### src/rtl/maf_pkg.sv
package maf_pkg;
  localparam int ADDR_BYTES = 6;
  localparam int ADDR_W     = 8 * ADDR_BYTES;
  localparam int REG_W      = 32;
  localparam int EN_BIT     = 31;
  localparam int SRC_BIT    = 30;
  localparam int MASK_LSB   = 24;
  localparam logic [REG_W-1:0] LO_RESET = 32'hFFFF_FFFF;
  localparam logic [REG_W-1:0] HI_RESET = 32'h0000_FFFF;
  localparam logic [REG_W-1:0] HI_WMASK = 32'hFF00_FFFF;

  typedef struct packed {
    logic                  en;
    logic                  src_sel;
    logic [ADDR_BYTES-1:0] mask;
    logic [ADDR_W-1:0]     addr;
  } maf_cfg_t;

  function automatic maf_cfg_t decode_cfg(input logic [REG_W-1:0] lo,
                                          input logic [REG_W-1:0] hi);
    maf_cfg_t c;
    c.en      = hi[EN_BIT];
    c.src_sel = hi[SRC_BIT];
    c.mask    = hi[MASK_LSB +: ADDR_BYTES];
    c.addr    = {hi[15:0], lo};
    return c;
  endfunction

  function automatic logic lane_ok(input logic [7:0] got,
                                   input logic [7:0] want,
                                   input logic       skip);
    return skip || (got == want);
  endfunction
endpackage

### src/rtl/maf_regs.sv
module maf_regs
  import maf_pkg::*;
(
  input  logic             clk,
  input  logic             rst_n,
  input  logic             reg_we,
  input  logic             reg_sel,
  input  logic [REG_W-1:0] reg_wdata,
  output logic [REG_W-1:0] reg_rdata,
  input  logic             rx_sof,
  output maf_cfg_t         cfg_eff
);
  logic [REG_W-1:0] lo_q, hi_q, snap_lo_q, snap_hi_q;

  always_ff @(posedge clk or negedge rst_n) begin
    if (!rst_n) begin
      lo_q <= LO_RESET;
      hi_q <= HI_RESET;
    end else if (reg_we) begin
      if (reg_sel) hi_q <= reg_wdata & HI_WMASK;
      else         lo_q <= reg_wdata;
    end
  end

  always_ff @(posedge clk or negedge rst_n) begin
    if (!rst_n) begin
      snap_lo_q <= LO_RESET;
      snap_hi_q <= HI_RESET;
    end else if (rx_sof) begin
      snap_lo_q <= lo_q;
      snap_hi_q <= hi_q;
    end
  end

  assign reg_rdata = reg_sel ? hi_q : lo_q;
  assign cfg_eff   = rx_sof ? decode_cfg(lo_q, hi_q) : decode_cfg(snap_lo_q, snap_hi_q);

  AST_RSVD_ZERO: assert property (@(posedge clk) disable iff (!rst_n)
    reg_sel |-> (reg_rdata[23:16] == 8'h00));
  AST_SNAP_HOLD: assert property (@(posedge clk) disable iff (!rst_n)
    !rx_sof |=> ($stable(snap_lo_q) && $stable(snap_hi_q)));
endmodule

### src/rtl/maf_capture.sv
module maf_capture
  import maf_pkg::*;
(
  input  logic              clk,
  input  logic              rst_n,
  input  logic              rx_valid,
  input  logic              rx_sof,
  input  logic              rx_eof,
  input  logic [7:0]        rx_data,
  input  logic              src_sel,
  output logic [ADDR_W-1:0] cap_next,
  output logic              field_last
);
  localparam int IDX_W = $clog2(2 * ADDR_BYTES + 1);
  localparam logic [IDX_W-1:0] IDX_MAX = IDX_W'(2 * ADDR_BYTES);
  localparam logic [IDX_W-1:0] SA_BASE = IDX_W'(ADDR_BYTES);
  localparam logic [IDX_W-1:0] LAST    = IDX_W'(ADDR_BYTES - 1);

  logic [IDX_W-1:0]  idx_q, idx_eff, base, slot;
  logic              in_frame_q, accept, in_field;
  logic [ADDR_W-1:0] cap_q;

  assign idx_eff  = rx_sof ? '0 : idx_q;
  assign accept   = rx_valid && (rx_sof || in_frame_q);
  assign base     = src_sel ? SA_BASE : '0;
  assign slot     = idx_eff - base;
  assign in_field = accept && (idx_eff >= base) && (slot <= LAST);
  assign field_last = in_field && (slot == LAST);

  for (genvar k = 0; k < ADDR_BYTES; k++) begin : g_lane
    assign cap_next[8*k +: 8] = (in_field && slot == IDX_W'(k)) ? rx_data : cap_q[8*k +: 8];
  end

  always_ff @(posedge clk or negedge rst_n) begin
    if (!rst_n) begin
      idx_q      <= '0;
      in_frame_q <= 1'b0;
      cap_q      <= '0;
    end else begin
      if (accept) begin
        cap_q <= cap_next;
        idx_q <= (idx_eff == IDX_MAX) ? IDX_MAX : idx_eff + 1'b1;
      end else if (rx_sof) begin
        idx_q <= '0;
      end
      if (accept && rx_eof) in_frame_q <= 1'b0;
      else if (rx_sof)      in_frame_q <= 1'b1;
    end
  end

  AST_NO_FIELD_OUTSIDE_FRAME: assert property (@(posedge clk) disable iff (!rst_n)
    (!in_frame_q && !rx_sof) |-> !field_last);
  AST_SOF_NOT_LAST: assert property (@(posedge clk) disable iff (!rst_n)
    rx_sof |-> !field_last);
endmodule

### src/rtl/maf_compare.sv
module maf_compare
  import maf_pkg::*;
(
  input  logic [ADDR_W-1:0]     cap,
  input  logic [ADDR_W-1:0]     addr,
  input  logic [ADDR_BYTES-1:0] mask,
  output logic [ADDR_BYTES-1:0] lane_hit,
  output logic                  hit
);
  for (genvar k = 0; k < ADDR_BYTES; k++) begin : g_cmp
    assign lane_hit[k] = lane_ok(cap[8*k +: 8], addr[8*k +: 8], mask[k]);
  end
  assign hit = &lane_hit;
endmodule

### src/rtl/mac_addr_match_filter.sv
module mac_addr_match_filter
  import maf_pkg::*;
(
  input  logic        clk,
  input  logic        rst_n,
  input  logic        reg_we,
  input  logic        reg_sel,
  input  logic [31:0] reg_wdata,
  output logic [31:0] reg_rdata,
  input  logic        rx_valid,
  input  logic        rx_sof,
  input  logic        rx_eof,
  input  logic [7:0]  rx_data,
  output logic        match
);
  maf_cfg_t              cfg_eff;
  logic [ADDR_W-1:0]     cap_next;
  logic [ADDR_BYTES-1:0] lane_hit;
  logic                  field_last, field_hit, match_q;

  maf_regs u_regs (
    .clk(clk), .rst_n(rst_n), .reg_we(reg_we), .reg_sel(reg_sel),
    .reg_wdata(reg_wdata), .reg_rdata(reg_rdata), .rx_sof(rx_sof), .cfg_eff(cfg_eff)
  );

  maf_capture u_capture (
    .clk(clk), .rst_n(rst_n), .rx_valid(rx_valid), .rx_sof(rx_sof), .rx_eof(rx_eof),
    .rx_data(rx_data), .src_sel(cfg_eff.src_sel), .cap_next(cap_next), .field_last(field_last)
  );

  maf_compare u_compare (
    .cap(cap_next), .addr(cfg_eff.addr), .mask(cfg_eff.mask),
    .lane_hit(lane_hit), .hit(field_hit)
  );

  always_ff @(posedge clk or negedge rst_n) begin
    if (!rst_n) match_q <= 1'b0;
    else        match_q <= field_last && cfg_eff.en && field_hit;
  end
  assign match = match_q;

  AST_EN_GATE: assert property (@(posedge clk) disable iff (!rst_n)
    match |-> $past(cfg_eff.en));
  AST_ALL_MASKED: assert property (@(posedge clk) disable iff (!rst_n)
    (field_last && cfg_eff.en && (&cfg_eff.mask)) |=> match);
  AST_PULSE: assert property (@(posedge clk) disable iff (!rst_n)
    match |=> !match);
  AST_MATCH_AFTER_LAST: assert property (@(posedge clk) disable iff (!rst_n)
    match |-> $past(field_last));
endmodule

### config.mk
export PLATFORM = sky130hd
export DESIGN_NAME = mac_addr_match_filter
export DESIGN_NICKNAME = d
export VERILOG_FILES = /design/src/rtl/maf_pkg.sv /design/src/rtl/maf_regs.sv /design/src/rtl/maf_capture.sv /design/src/rtl/maf_compare.sv /design/src/rtl/mac_addr_match_filter.sv
export SDC_FILE = /design/constraint.sdc
export NUM_CORES = 1
export LEC_CHECK = 0
export ABC_AREA = 1
export BUFFER_PORTS_ARGS = -buffer_cell sky130_fd_sc_hd__buf_2
export CORE_UTILIZATION = 62
export CTS_BUF_LIST = sky130_fd_sc_hd__clkbuf_8
export DETAILED_ROUTE_END_ITERATION = 10
export GPL_TIMING_DRIVEN = 0
export PLACE_DENSITY = 0.83
export SYNTH_ARGS = -nofsm -noshare
export SYNTH_HDL_FRONTEND = slang
export SYNTH_HIERARCHICAL = 1
export SYNTH_SLANG_ARGS = --single-unit
### constraint.sdc
create_clock -name clk -period 3.9 [get_ports clk]
set_clock_uncertainty 0.05 [all_clocks]
set_input_delay 0.585 -clock clk [delete_from_list [all_inputs] [get_ports clk]]
set_output_delay 0.585 -clock clk [all_outputs]
set_load 0.01 [all_outputs]
==> results of run 1 <==
-- per-layer routing --
metal / up-vias / GRT usage
met5: - / 0
met4: 0 / 0.147
met3: 52 / 0.0546
met2: 298 / 0.526
met1: 3270 / 0.413
li1: 3422 / -
-- sequential cells by signal, indices dropped and copies added (netlist names) --
signal                count
u_capture/idx_q           4
u_regs/lo_q              32
u_regs/snap_lo_q         32
match                     1
u_regs/snap_hi_q         24
u_capture/cap_q          48
u_capture/in_frame_q      1
u_regs/hi_q              24
-- layout by cell type (no fill, tap or decap), types with 3 or more instances in the layout --
cell	n
nor2_4	3
inv_4	3
dfstp_2	96
inv_2	5
nand2_2	10
clkbuf_4	3
nand3_1	68
dfrtp_1	70
clkbuf_8	20
ha_1	4
nor2_1	57
buf_2	104
o21ai_0	50
nor2_2	3
inv_1	104
bufinv_16	3
nand2_1	392
buf_4	14
clkbuf_1	5
xnor2_1	35
nand4_1	44
a21oi_1	34
-- critical path, delay by kind of cell --
kind	cells	cell delay, ns
AND/OR/NAND/NOR	15	1.75
buffers and inverters	8	1.19
AO/OA/AOI/OAI	1	0.12
adder cells (fa/ha/maj)	1	0.13
XOR/XNOR	1	0.12
-- cells by family after synthesis --
group | count (synthesis) | synth area share
flip-flops | 166 | 0.521
adder cells (fa/ha/maj) | 4 | 0.00610
AND/OR/NAND/NOR | 584 | 0.303
buffers and inverters | 151 | 0.0787
AO/OA/AOI/OAI | 86 | 0.0538
XOR/XNOR | 35 | 0.0374
-- report_power, final --
group	switching, mW	total (mW)	internal (mW)
sequential	0.134	2.30	2.16
clock	0.607	1.28	0.674
combinational	0.867	1.37	0.498
total	1.61	4.94	3.33
-- what timing repair did --
item / 4_1_cts / 5_1_grt
pin swaps: 0 / 3
resized for setup: 1 / 4
gates cloned: 0 / 0
setup endpoints to repair: 1 / 1
hold buffers: 1 / 0
buffers inserted: 2 / 3
endpoints found under the hold margin: 35 / 0
-- layout make-up --
class,count,share of cell area
plain buffers,45,0.0274
clock buffers,20,0.0295
clock inverters,12,0.0144
inverters,106,0.0427
multi-input cells,709,0.353
flip-flops and latches,166,0.459
well taps,172,0.0231
repair buffers,85,0.0510
-- worst min-delay path by stage --
stage | from | endpoint | slack [ns] | cells past startpoint
after floorplan | rst_n | match$_DFF_PN0_ | 0.24 | 0
after global placement | u_capture/cap_q[24]$_DFFE_PN0P_ | u_capture/cap_q[24]$_DFFE_PN0P_ | 0.40 | 2
after detailed placement | u_regs/lo_q[8]$_DFFE_PN1P_ | u_regs/lo_q[8]$_DFFE_PN1P_ | 0.40 | 2
after CTS | rx_eof | u_capture/in_frame_q$_DFFE_PN0P_ | 0.23 | 2
after global routing | rx_eof | u_capture/in_frame_q$_DFFE_PN0P_ | 0.24 | 2
final | rx_eof | u_capture/in_frame_q$_DFFE_PN0P_ | 0.24 | 2
==> metrics.log, run 1 <==
[metrics] share of the synthesized area in the top cell type: 0.307
[metrics] vias in the first global route: 6633
[metrics] sequential element share of the synthesized area: 0.521
[metrics] final slew viol count: 0
[metrics] Rows: 41
[metrics] r2r startpoint: u_regs/hi_q[30]$_DFFE_PN0P_
[metrics] detailed route wirelength on metal3: 1.37 mm
[metrics] Worst R2R End: match$_DFF_PN0_
[metrics] total global-route track usage: 0.318
[metrics] Post-Synthesis Cells: 1026
[metrics] CORE AREA: 12800 sq um
[metrics] H-tree levels: 4
[metrics] final RePlAce weighted congestion: 0.869
[metrics] non-filler instance count after layout: 1315
[metrics] TritonCTS sink count: 166
[metrics] filler instances: 980
[metrics] clk buf depth: 2
[metrics] list of most frequent post-synthesis cells: nand2_1, inv_1, dfstp_2
[metrics] Final HPWL DP: 14.9 mm
[metrics] max-cap check violation count: 0
[metrics] pin slew with the least headroom to its limit: 0.605 ns
[metrics] number of clock buffers inserted by TritonCTS: 17
[metrics] Root Driver: clkbuf_8
[metrics] layout cell share with drive strength beyond 1: 0.241
[metrics] count of unique library cells instantiated by Yosys: 27
[metrics] count of boundary I/O pins: 80
[metrics] highest metal layer with signal wires: met4
[metrics] via count normalized by instance count: 5.36
[metrics] nets in the synthesized netlist: 1077
[metrics] power per cell area: 530 nW/um^2
[metrics] cell type of the slowest stage on the worst timing path: buf_2
[metrics] mean routed wirelength per cell: 15.5 microns
[metrics] beginning of the critical path: rx_sof
[metrics] insertion delay of the later-clocked pin in the worst-skew pair: 0.46 ns
[metrics] number of synthesized flops with an enable pin: 0
[metrics] wire length on met2: 9.87 mm
[metrics] primary flip-flop cell chosen by synthesis mapping: dfstp_2
[metrics] Finish-stage setup viols: 0
[metrics] most instantiated library cell after synthesis: nand2_1
[metrics] aggregate negative setup slack: 0 ns
[metrics] Final Critical Period: 3.60 ns
[metrics] worst setup path category: in -> reg
[metrics] number of DRC markers after the initial detailed-route iteration: 635
[metrics] crit path launch type: primary input
[metrics] Netlist Area Pre-Place: 8210 sq um
[metrics] multi-input gate area in the final layout: 3290 sq um
[metrics] number of register bits inferred by synthesis: 166
[metrics] share of flip-flops with an asynchronous set or reset: 1.00
[metrics] Design Area, Final: 9320 sq um
[metrics] count of synthesis-stage warnings from yosys: 6
[metrics] Area growth, synth to finish: 13.5%
[metrics] endpoint of the most critical setup path: match$_DFF_PN0_
[metrics] r2r setup slk: 0.67 ns
[metrics] residual antenna-violating net count after detailed routing: 0
[metrics] minimum setup slack in the final design: 0.304 ns
[metrics] critical path data required time: 4.24 ns
[metrics] clock-pin slew on the worst setup and hold paths: 0.08 ns
[metrics] Buffers on Ports: 78
[metrics] leading post-synthesis cells by cell area: dfstp_2, dfrtp_1, nand2_1
[metrics] class of the tightest hold or removal check: in -> reg
[metrics] Vias: 7042
[metrics] period utilisation layout: 0.922
[metrics] Worst Path Arrival: 3.93 ns
[metrics] hold violation total from the final report: 0
[metrics] Net count, final: 1181
[metrics] maximum number of pins on one net before global-route repair: 120
[metrics] TritonRoute pass-1 iters: 5
[metrics] Slowest Stage Delay on Critical Path: 0.27 ns
[metrics] syn_area_per_cell: 8.00 sq um
[metrics] sum of routed wire segments on met1: 8.41 mm
[metrics] pre-CTS worst setup slack: -0.545 ns
[metrics] clock tree from TritonCTS: done
[metrics] horizontal extent of the die: 117 microns
[metrics] total overflow reported by the global router: 0
[metrics] worst max-slew margin expressed relative to the limit: 0.596
[metrics] kind of capture point of the worst setup path: flop
[metrics] Sequential cell area: 4270 sq um
[metrics] total power after layout: 4.94 mW
[metrics] total wire length after detailed routing: 20.3 mm
[metrics] peak ir drop on the vdd network: 0.319 mV
[metrics] diode count: 0
[metrics] max frequency: 278 MHz
[metrics] top cell type by total area after synthesis: dfstp_2
[metrics] run status: finished clean
[metrics] number of cells traversed by the worst register-to-register path: 24
[metrics] most prevalent standard cell on the critical path: nand2_1
[metrics] placed standard-cell area: 8850 sq um
[metrics] vertical die dimension: 117 microns
[metrics] Post-Route Hold Slack: 0.239 ns
[metrics] final standard cell utilization of the core: 0.729
[metrics] number of placed instances with taps included: 1277
[metrics] first-pass GRT wire length: 32.1 mm
[metrics] number of design rule violations left after detail routing: 0
[metrics] Leakage Power: 4.95 nW
[metrics] initial antenna violation count: 0
[metrics] Die Footprint: 13700 sq um
[metrics] critical-path maximum fanout: 10
[metrics] Starting Density: 0.642
No activity file was read; power rests on OpenSTA's default activity.
==> run 2: changes to the inputs <==
- ABC_AREA: 1 -> unset
==> run 2 against run 1 <==
Against the previous run:
- sequential cell count is the same
- synthesized cell count shrank 45%
- global-route usage shrank 5.4 points
- critical path depth shrank 7
- core utilization shrank 0.29 points
- register-to-register slack lost 0.49 ns
- final cell count shrank 35%
- non-clock buffer count shrank 16
- combinational power grew 12%
- clock power grew 9%
- sequential share of layout area shrank 1.8 points
- sequential power grew 6%
==> metrics.log, run 2 <==
[metrics] largest registers ranked by flip-flop count: u_capture/cap_q: 48 flops, u_regs/lo_q: 32 flops, u_regs/snap_lo_q: 32 flops
[metrics] kind of capture point of the worst setup path: flop
[metrics] vertical die dimension: 119 microns (+1.9%)
[metrics] aggregate negative setup slack: 0 ns (unchanged)
[metrics] final RePlAce weighted congestion: 0.814 (-6.3%)
[metrics] horizontal extent of the die: 119 microns (+1.9%)
[metrics] Starting Density: 0.639 (-0.00327)
[metrics] maximum number of pins on one net before global-route repair: 94 (-22%)
[metrics] final slew viol count: 0 (unchanged)
[metrics] clk buf depth: 2 (unchanged)
[metrics] count of synthesis-stage warnings from yosys: 6 (unchanged)
[metrics] primary flip-flop cell chosen by synthesis mapping: dfstp_2
[metrics] Cell Chain, Critical Path: buf_4 > buf_8 > mux2_4 > ha_1 > inv_1 > ha_2 > nor3b_1 > a22oi_1 > o21ai_4 > buf_4 > nand4_4 > buf_8 > mux2_4 > xor2_1 > nor4_1 > a41o_2 > nand4_1 > nor2_1 > and3_1
[metrics] multiplexer share of the synthesized area: 0.345 (+0.345)
[metrics] Design Area, Final: 9700 sq um (+4.1%)
[metrics] critical path data required time: 4.24 ns (about the same)
[metrics] non-filler instance count after layout: 849 (-35%)
[metrics] diode count: 0 (unchanged)
[metrics] insertion delay of the later-clocked pin in the worst-skew pair: 0.46 ns (about the same)
[metrics] class of the tightest hold or removal check: in -> async
[metrics] number of register bits inferred by synthesis: 166 (unchanged)
[metrics] XOR/XNOR Fraction of Synth Area: 0.0503 (+0.0129)
[metrics] vias in the first global route: 5086 (-23%)
[metrics] number of synthesized flops with an enable pin: 0 (unchanged)
[metrics] adder-cell share of the synthesized area: 0.00587 (-0.000233)
[metrics] initial antenna violation count: 0 (unchanged)
[metrics] Rows: 42 (+2.4%)
[metrics] Post-Route Hold Slack: 0.104 ns (-0.135 ns)
[metrics] via count normalized by instance count: 5.65 (+5.6%)
[metrics] syn_area_per_cell: 15.2 sq um (+90%)
[metrics] pin slew with the least headroom to its limit: 0.672 ns (+0.0667 ns)
[metrics] number of cells traversed by the worst register-to-register path: 17 (-29%)
[metrics] Netlist Area Pre-Place: 8530 sq um (+4.0%)
[metrics] beginning of the critical path: rx_sof
[metrics] number of placed instances with taps included: 814 (-36%)
[metrics] crit path launch type: primary input
[metrics] Post-Synthesis Cells: 560 (-45%)
[metrics] Finish-stage setup viols: 0 (unchanged)
[metrics] number of design rule violations left after detail routing: 0 (unchanged)
[metrics] Area growth, synth to finish: 13.7%
[metrics] first-pass GRT wire length: 28.0 mm (-13%)
[metrics] clock tree from TritonCTS: done
[metrics] peak ir drop on the vdd network: 0.263 mV (-17%)
[metrics] register with the highest flop count: u_capture/cap_q
[metrics] top cell type by total area after synthesis: dfstp_2
[metrics] commonest cells after routing, fill and taps aside: mux2_2, dfstp_2, mux2_4
[metrics] Final HPWL DP: 12.5 mm (-16%)
[metrics] Slowest Stage Delay on Critical Path: 0.36 ns (+0.09 ns)
[metrics] synthesized-area fraction occupied by ao, oa, aoi and oai cells: 0.0201 (-0.0337)
[metrics] total global-route track usage: 0.264 (-0.0539)
[metrics] Vias: 4801 (-32%)
[metrics] largest family of logic cells by synthesized area: multiplexers
[metrics] number of buffers inserted by hold repair at cts: 0 (-1)
[metrics] r2r setup slk: 0.18 ns (-0.49 ns)
[metrics] endpoint of the most critical setup path: match$_DFF_PN0_
[metrics] most instantiated library cell after synthesis: mux2_2
[metrics] count of boundary I/O pins: 80 (unchanged)
[metrics] final standard cell utilization of the core: 0.727 (-0.00289)
[metrics] pre-CTS worst setup slack: -0.432 ns (+0.113 ns)
[metrics] TritonRoute pass-1 iters: 5 (unchanged)
[metrics] count of unique library cells instantiated by Yosys: 39 (+44%)
[metrics] most common cell after layout, fill and taps aside: mux2_2
[metrics] Die Footprint: 14200 sq um (+3.9%)
[metrics] number of DRC markers after the initial detailed-route iteration: 270 (-57%)
[metrics] r2r startpoint: u_regs/hi_q[30]$_DFFE_PN0P_
[metrics] Net count, final: 711 (-40%)
[metrics] list of most frequent post-synthesis cells: mux2_2, dfstp_2, mux2_4
[metrics] share of synthesized cell area in and, or, nand and nor gates: 0.0450 (-0.258)
[metrics] TritonCTS sink count: 166 (unchanged)
[metrics] share of the synthesized area in the top cell type: 0.296 (-0.0117)
[metrics] total power after layout: 5.35 mW (+8.2%)
[metrics] period utilisation layout: 0.979 (+0.0566)
[metrics] Root Driver: clkbuf_8
[metrics] filler instances: 821 (-16%)
[metrics] leading post-synthesis cells by cell area: dfstp_2, dfrtp_1, mux2_2
[metrics] Final Critical Period: 3.82 ns (+0.221 ns)
[metrics] cell type of the slowest stage on the worst timing path: mux2_4
[metrics] max-cap check violation count: 0 (unchanged)
[metrics] minimum setup slack in the final design: 0.0831 ns (-0.221 ns)
[metrics] Buf/Inv on CP: 5 (-3)
[metrics] total wire length after detailed routing: 17.5 mm (-14%)
[metrics] power per cell area: 552 nW/um^2 (+4.0%)
[metrics] mean routed wirelength per cell: 20.6 microns (+33%)
[metrics] nets in the synthesized netlist: 611 (-43%)
[metrics] residual antenna-violating net count after detailed routing: 0 (unchanged)
[metrics] placed standard-cell area: 9190 sq um (+3.9%)
[metrics] sequential element share of the synthesized area: 0.501 (-0.0199)
[metrics] Worst R2R End: match$_DFF_PN0_
[metrics] number of clock buffers inserted by TritonCTS: 17 (unchanged)
[metrics] H-tree levels: 4 (unchanged)
[metrics] max frequency: 262 MHz (-5.8%)
[metrics] share of flip-flops with an asynchronous set or reset: 1.00 (unchanged)
[metrics] run status: finished clean
[metrics] total overflow reported by the global router: 0 (unchanged)
[metrics] critical-path maximum fanout: 10 (unchanged)
[metrics] worst max-slew margin expressed relative to the limit: 0.552 (-0.0445)
[metrics] dominant delay contributor by cell family on the critical path: simple AND/OR/NAND/NOR gates
[metrics] flip-flop count of the largest register, all copies and words added: 48 (unchanged)
[metrics] hold violation total from the final report: 0 (unchanged)
[metrics] layout cell share with drive strength beyond 1: 0.713 (+0.472)
[metrics] cell count along the critical path: 19 (-27%)
[metrics] clock-pin slew on the worst setup and hold paths: 0.09 ns (about the same)
[metrics] worst setup path category: in -> reg
[metrics] Buffers on Ports: 77 (-1.3%)
[metrics] Worst Path Arrival: 4.16 ns (+0.23 ns)
[metrics] Leakage Power: 4.55 nW (-8.0%)
[metrics] CORE AREA: 13300 sq um (+4.5%)
run 2: cell count changes in the layout (fill, tap and decap cells not counted), sizes merged, moves of 40 or more:
cell,previous run,this run
nand2,403,4
nand4,45,5
inv,112,8
mux2,0,232
nor2,63,11
nand3,70,3
o21ai,51,3
run 2: logic make-up after synthesis:
kind of cell,count (synthesis)
multiplexers,232
flip-flops,166
AND/OR/NAND/NOR,51
XOR/XNOR,49
buffers and inverters,38
AO/OA/AOI/OAI,20
adder cells (fa/ha/maj),4
run 2: layer usage:
layer / GRT usage / part of all wire / vias to the layer above
li1: - / - / 2186
met1: 0.372 / 0.46 / 2492
met2: 0.412 / 0.48 / 101
met3: 0.0460 / 0.044 / 22
met4: 0.100 / 0.017 / 0
met5: 0 / 0 / -
run 2: layout make-up:
| cell class | instances | area (sq um) | share of cell area |
|---|---|---|---|
| buffer | 33 | 283 | 0.0292 |
| clock buffer | 23 | 317 | 0.0326 |
| clock inverter | 9 | 146 | 0.0151 |
| inverter | 5 | 18.8 | 0.00194 |
| multi-input combinational | 356 | 4000 | 0.412 |
| sequential | 166 | 4270 | 0.441 |
| tap | 176 | 220 | 0.0227 |
| timing repair buffer | 81 | 442 | 0.0455 |
run 2: what timing repair did:
| action | CTS | global route |
|---|---|---|
| endpoints found under the hold margin | 0 | 0 |
| endpoints found under the setup margin | 0 | 1 |
| setup buffers | 0 | 3 |
| gates resized for setup | 0 | 6 |
run 2: worst min-delay path by stage:
stage | start | to | slack, ns | cells after the start
after floorplan | rst_n | match$_DFF_PN0_ | 0.24 | 0
after global placement | u_capture/cap_q[9]$_DFFE_PN0P_ | u_capture/cap_q[9]$_DFFE_PN0P_ | 0.44 | 1
after detailed placement | u_capture/cap_q[7]$_DFFE_PN0P_ | u_capture/cap_q[7]$_DFFE_PN0P_ | 0.45 | 1
after CTS | rst_n | u_regs/hi_q[28]$_DFFE_PN0P_ | 0.09 | 1
after global routing | rst_n | u_regs/snap_hi_q[27]$_DFFE_PN0P_ | 0.12 | 1
final | rst_n | u_regs/snap_hi_q[25]$_DFFE_PN0P_ | 0.10 | 1
run 2: power by group:
group | total, mW | switching, mW | internal, mW
clock network | 1.39 | 0.593 | 0.796
logic | 1.53 | 0.639 | 0.890
registers | 2.43 | 0.208 | 2.22
total | 5.35 | 1.44 | 3.91
